File: config.mk
export PLATFORM = sky130hd
export DESIGN_NAME = sdram_col_burst
export DESIGN_NICKNAME = d
export VERILOG_FILES = /design/src/rtl/col_burst_pkg.sv /design/src/rtl/col_burst_ctrl.sv /design/src/rtl/col_burst_path.sv /design/src/rtl/sdram_col_burst.sv
export SDC_FILE = /design/constraint.sdc
export NUM_CORES = 1
export LEC_CHECK = 0
export CORE_UTILIZATION = 30
export DETAILED_ROUTE_END_ITERATION = 10
export HOLD_SLACK_MARGIN = 0.06
export PLACE_DENSITY_LB_ADDON = 0.3
export SETUP_SLACK_MARGIN = 0.3
export SLEW_MARGIN = 25
export SYNTH_ARGS = -nofsm -noshare
export SYNTH_HDL_FRONTEND = slang
export SYNTH_SLANG_ARGS = --single-unit
File: constraint.sdc
create_clock -name clk -period 4 [get_ports clk]
set_clock_uncertainty 0.15 [all_clocks]
set_input_delay 0.4 -clock clk [delete_from_list [all_inputs] [get_ports clk]]
set_output_delay 0.4 -clock clk [all_outputs]
set_load 0.01 [all_outputs]
File: src/rtl/col_burst_pkg.sv
package col_burst_pkg;

  // Strobes from control to datapath
  typedef struct packed {
    logic load;   // capture a new start column, clear the beat offset
    logic step;   // advance to the next beat
  } seqStrobe_t;

  // Index of the final beat for a fixed length selector (0..3 -> 1/2/4/8 beats)
  function automatic logic [2:0] finalBeatOf(input logic [1:0] lenSel);
    case (lenSel)
      2'd0:    finalBeatOf = 3'd0;
      2'd1:    finalBeatOf = 3'd1;
      2'd2:    finalBeatOf = 3'd3;
      default: finalBeatOf = 3'd7;
    endcase
  endfunction

endpackage

File: src/rtl/col_burst_ctrl.sv
module col_burst_ctrl
  import col_burst_pkg::*;
(
  input  logic       clk,
  input  logic       rstN,
  input  logic       startIn,
  input  logic [2:0] lenCode,
  input  logic       interleave,
  input  logic       stopIn,
  output seqStrobe_t strobe,
  output logic [1:0] lenSel,
  output logic       fullPage,
  output logic       ilMode,
  output logic       validOut,
  output logic       lastOut
);

  logic       validQ, lastQ, fullQ, ilQ;
  logic [1:0] lenQ;
  logic [2:0] beatQ;
  logic [2:0] finalBeat;
  logic       continueBurst;

  assign finalBeat     = finalBeatOf(lenQ);
  assign continueBurst = validQ & ~stopIn & ~startIn & (fullQ | (beatQ != finalBeat));

  assign strobe.load = startIn;
  assign strobe.step = continueBurst;

  always_ff @(posedge clk) begin
    if (!rstN) begin
      validQ <= 1'b0;
      lastQ  <= 1'b0;
      fullQ  <= 1'b0;
      ilQ    <= 1'b0;
      lenQ   <= 2'd0;
      beatQ  <= 3'd0;
    end else if (startIn) begin
      validQ <= 1'b1;
      beatQ  <= 3'd0;
      lenQ   <= lenCode[1:0];
      fullQ  <= lenCode[2];
      ilQ    <= interleave & ~lenCode[2];
      lastQ  <= ~lenCode[2] & (lenCode[1:0] == 2'd0);
    end else if (continueBurst) begin
      beatQ  <= beatQ + 3'd1;
      lastQ  <= ~fullQ & ((beatQ + 3'd1) == finalBeat);
    end else begin
      validQ <= 1'b0;
      lastQ  <= 1'b0;
    end
  end

  assign lenSel   = lenQ;
  assign fullPage = fullQ;
  assign ilMode   = ilQ;
  assign validOut = validQ;
  assign lastOut  = lastQ;

  // a stop without a start ends the burst on the next cycle
  a_r8_stop_ends: assert property (@(posedge clk) disable iff (!rstN)
    (stopIn && !startIn) |=> !validOut);

  // a start always yields a valid beat next cycle, even with a stop
  a_r9_start_wins: assert property (@(posedge clk) disable iff (!rstN)
    startIn |=> validOut);

  // no last flag in full-page mode
  a_r7_no_last_full: assert property (@(posedge clk) disable iff (!rstN)
    (validOut && fullPage) |-> !lastOut);

  // last flag only on a valid beat
  a_r7_last_valid: assert property (@(posedge clk) disable iff (!rstN)
    lastOut |-> validOut);

  // after the final beat the burst is over unless restarted
  a_r3_last_then_idle: assert property (@(posedge clk) disable iff (!rstN)
    (lastOut && !startIn) |=> !validOut);

endmodule

File: src/rtl/col_burst_path.sv
module col_burst_path
  import col_burst_pkg::*;
#(
  parameter int COL_W = 10
) (
  input  logic             clk,
  input  logic             rstN,
  input  seqStrobe_t       strobe,
  input  logic [COL_W-1:0] startCol,
  input  logic [1:0]       lenSel,
  input  logic             fullPage,
  input  logic             ilMode,
  output logic [COL_W-1:0] colOut
);

  localparam logic [COL_W-1:0] ALL_ONES = {COL_W{1'b1}};

  logic [COL_W-1:0] baseQ, offQ;
  logic [COL_W-1:0] wrapMask;
  logic [COL_W-1:0] seqAddr, ilAddr;

  always_ff @(posedge clk) begin
    if (!rstN) begin
      baseQ <= '0;
      offQ  <= '0;
    end else if (strobe.load) begin
      baseQ <= startCol;
      offQ  <= '0;
    end else if (strobe.step) begin
      offQ  <= offQ + COL_W'(1);
    end
  end

  always_comb begin
    if (fullPage) wrapMask = ALL_ONES;
    else          wrapMask = COL_W'(finalBeatOf(lenSel));
  end

  assign seqAddr = (baseQ & ~wrapMask) | ((baseQ + offQ) & wrapMask);
  assign ilAddr  = baseQ ^ (offQ & wrapMask);
  assign colOut  = ilMode ? ilAddr : seqAddr;

  // the first beat presents the captured start column
  a_r2_load_col: assert property (@(posedge clk) disable iff (!rstN)
    strobe.load |=> (colOut == $past(startCol)));

  // within a fixed burst the bits above the wrap block do not move
  a_r4_upper_fixed: assert property (@(posedge clk) disable iff (!rstN)
    (strobe.step && !fullPage) |=> ((colOut & ~wrapMask) == $past(colOut & ~wrapMask)));

  // full page steps by one column with wrap
  a_r6_page_step: assert property (@(posedge clk) disable iff (!rstN)
    (strobe.step && fullPage) |=> (colOut == $past(colOut) + COL_W'(1)));

endmodule

File: src/rtl/sdram_col_burst.sv
module sdram_col_burst
  import col_burst_pkg::*;
#(
  parameter int COL_W = 10
) (
  input  logic             clk,
  input  logic             rstN,
  input  logic             startIn,
  input  logic [COL_W-1:0] startCol,
  input  logic [2:0]       lenCode,
  input  logic             interleave,
  input  logic             stopIn,
  output logic [COL_W-1:0] colOut,
  output logic             validOut,
  output logic             lastOut
);

  seqStrobe_t strobe;
  logic [1:0] lenSel;
  logic       fullPage;
  logic       ilMode;

  col_burst_ctrl u_ctrl (
    .clk        (clk),
    .rstN       (rstN),
    .startIn    (startIn),
    .lenCode    (lenCode),
    .interleave (interleave),
    .stopIn     (stopIn),
    .strobe     (strobe),
    .lenSel     (lenSel),
    .fullPage   (fullPage),
    .ilMode     (ilMode),
    .validOut   (validOut),
    .lastOut    (lastOut)
  );

  col_burst_path #(.COL_W(COL_W)) u_path (
    .clk      (clk),
    .rstN     (rstN),
    .strobe   (strobe),
    .startCol (startCol),
    .lenSel   (lenSel),
    .fullPage (fullPage),
    .ilMode   (ilMode),
    .colOut   (colOut)
  );

endmodule

==> flow_metrics.env <==
export IMPL_gp_congestion=0.7855
export IMPL_cap_violations=0
export IMPL_hold_buffers=0
export IMPL_critPathLaunch="u_path.offQ[0]$_SDFFE_PP0P_"
export IMPL_die_y_um=84.83
export IMPL_cp_max_fo=7
export IMPL_htree_levels=2
export IMPL_rsz0062_at_grt="false"
export IMPL_synth_area_leaders="dfxtp_1, mux2i_1, ha_1"
export IMPL_vias=1935
export IMPL_track_usage_pct=14.79
export IMPL_ctsLongestPathBuffers=2
export IMPL_ys_ff_latch=29
export IMPL_syn_area_per_cell_sq_um=8.233
export IMPL_powerDensity_mw_per_mm2=274.4
export IMPL_critPathLaunchType="flop"
export IMPL_worstPathRequired_ps=3450
export IMPL_antenna_found_initial=0
export IMPL_drive_gt1_share_pct=5.776
export IMPL_ys_seq_area_share_pct=28.21
export IMPL_maxSlewHeadroom_pct=56.86
export IMPL_area_delta_synth_final_pct=21.82
export IMPL_clock_sinks=29
export IMPL_routed_wl_mm=4.956
export IMPL_io_pins=30
export IMPL_drv_slew=0
export IMPL_cts_root_buffer="clkbuf_8"
export IMPL_grt_overflow=0
export IMPL_cp_arrival_ps=2900
export IMPL_cts_tree="yes"
export IMPL_drt_iter0_markers=110
export IMPL_cts_made_buffers=5
export IMPL_synth_async_sr_flop_share_pct=0
export IMPL_grt_pass1_wl_mm=8.521
export IMPL_drc=3
export IMPL_ys_warn_count=0
export IMPL_synth_top_area_share_pct=28.21
export IMPL_portBuffers=29
export IMPL_layoutNonFillerInstCount=354
export IMPL_timing_final_crit_share_pct=86.17
export IMPL_hold_start="u_ctrl.beatQ[1]$_SDFFE_PP0P_"
export IMPL_worstMarginPinSlew_ps=646.2
export IMPL_path_class="reg2out"
export IMPL_ant_nets=0
export IMPL_synth_top_area_cell="dfxtp_1"
export IMPL_synth_edf_count=0
export IMPL_fin_tns_setup_ps=0
export IMPL_die_x_um=84.83
export IMPL_finalHoldViolCount=0
export IMPL_die_area_sq_mm=0.007196
export IMPL_p_leak_nw=0.9624
export IMPL_antennaDiodeCount=0
export IMPL_r2r_start="u_ctrl.lenSel[0]$_SDFFE_PN0P_"
export IMPL_ys_types=48
export IMPL_wire_per_inst_um=14.00
export IMPL_core_area_sq_mm=0.006495
export IMPL_status="finished with violations"
export IMPL_ir_drop_mv=0.1549
export IMPL_dp_cells=347
export IMPL_dp_hpwl_mm=3.625
export IMPL_insertion_delay_ps=280
export IMPL_grt_max_degree=24
export IMPL_hold_path_class="reg2reg"
export IMPL_grt_pass1_vias=1806
export IMPL_synth_flop_cell="dfxtp_1"
export IMPL_fill_cells=671
export IMPL_fin_nets=307
export IMPL_synthesis_area_sq_mm=0.002058
export IMPL_fin_crit_ps=3447
export IMPL_rows=29
export IMPL_syn_nets=280
export IMPL_start_util_pct=31.69
export IMPL_fmax_mhz=290.1
export IMPL_syn_inst=250
export IMPL_setup_violations=0
export IMPL_end_kind="primary output"
export IMPL_path_clk_slew_ps=70
export IMPL_via_per_inst=5.466
export IMPL_violations="design-rule violations"
export IMPL_drtPass1Iterations=7
[final cells by class]
class | instances | area [sq um] | area share (%)
Tap cell | 77 | 96.34 | 3.842
Timing Repair Buffer | 32 | 312.8 | 12.48
Clock buffer | 6 | 82.58 | 3.293
Inverter | 6 | 22.52 | 0.8982
Multi-Input combinational cell | 203 | 1405 | 56.04
Clock inverter | 1 | 7.507 | 0.2994
Sequential cell | 29 | 580.6 | 23.15
[cells in the final DEF (no fill, tap or decap), types with 2 or more instances in the layout]
cell type         n
clkdlybuf4s50_1  29
dfxtp_1          29
o21ai_0          24
nand2_1          23
mux2i_1          16
a21oi_1          15
nor2b_1          14
ha_1             11
nor2_1            9
nor3_1            8
or3_1             7
inv_1             6
nand3_1           6
nand4_1           6
clkbuf_8          6
xor2_1            5
a21o_1            4
and3_1            4
a211oi_1          4
nand3b_1          4
or4_1             4
nand2b_1          3
o32ai_1           3
o31ai_1           3
buf_4             3
o21bai_1          2
a22oi_1           2
a31oi_1           2
a22o_1            2
o211ai_1          2
xnor2_1           2
[routing by layer]
layer,GRT usage (%),share of wire (%)
met1,20.40,52
met2,23.36,43
met3,3.113,5.0
met4,4.314,0.73
met5,0,0
[critical path, cell delays in order, from the launching register on]
cell and delay, ps:
dfxtp_1 370, ha_1 260, fa_1 450, a211oi_2 300, o21bai_1 160, a221oi_2 250
xor2_1 100, o21ai_0 170, clkdlybuf4s50_1 560
[cells by family after synthesis]
logic type	after synthesis	share of synthesized area [%]
and+or+nand+nor	93	25.23
adders and majority gates	12	7.660
muxes	16	7.781
DFF	29	28.21
AOI/OAI and AO/OA	75	24.07
xor gates and xnor gates	7	2.979
buffers and inverters	18	4.073
[stage by stage]
| stage | power, W | hold WS, ps | cell area [sq um] | worst slack, ps | utilization, % |
|---|---|---|---|---|---|
| global route | 0.0007231 | 393.3 | 2507 | 369.7 | 38.61 |
| global placement | 0.0004429 | 336.8 | 2406 | 766.6 | 37.04 |
| detailed placement | 0.0004436 | 347.6 | 2406 | 747.1 | 37.04 |
| CTS | 0.0006961 | 358.4 | 2496 | 425.1 | 38.43 |
| floorplan | 0.0003903 | 314.2 | 2058 | 1368 | - |
| finish | 0.0006881 | 358.2 | 2507 | 553.0 | 38.61 |
[synth_stat cells, types with 5 or more instances]
library cell,n
nand3_1,6
mux2i_1,16
ha_1,11
dfxtp_1,29
xor2_1,5
clkbuf_1,6
o21ai_0,24
nor2b_1,14
nand2_1,23
inv_1,6
nand4_1,6
a211oi_1,5
a21oi_1,15
nor3_1,8
nor2_1,9
or3_1,7
[power by group]
group	switching (W)	internal [W]
combinational	0.0000584	0.0000657
clock	0.000116	0.000136
sequential	0.0000146	0.000298
[flip-flops by register name, summed over array words and instances (netlist names)]
name             cells
u_ctrl.ilMode        1
u_path.offQ         10
u_path.baseQ        10
u_ctrl.lastOut       1
u_ctrl.validOut      1
u_ctrl.lenSel        2
u_ctrl.beatQ         3
u_ctrl.fullPage      1
[worst paths after layout]
| check | to | slack, ps | cells past startpoint |
|---|---|---|---|
| max | colOut[8] | 550 | 8 |
| min | u_ctrl.beatQ[1]$_SDFFE_PP0P_ | 360 | 2 |
| max reg2reg | u_ctrl.lastOut$_SDFF_PN0_ | 1910 | 5 |
| min reg2reg | u_ctrl.beatQ[1]$_SDFFE_PP0P_ | 360 | 2 |
[what timing repair did]
item	in CTS	in global routing
setup buffers	0	0
endpoints found under the setup margin	0	1
gates resized for setup	0	2
(Power assumes the default switching activity.)
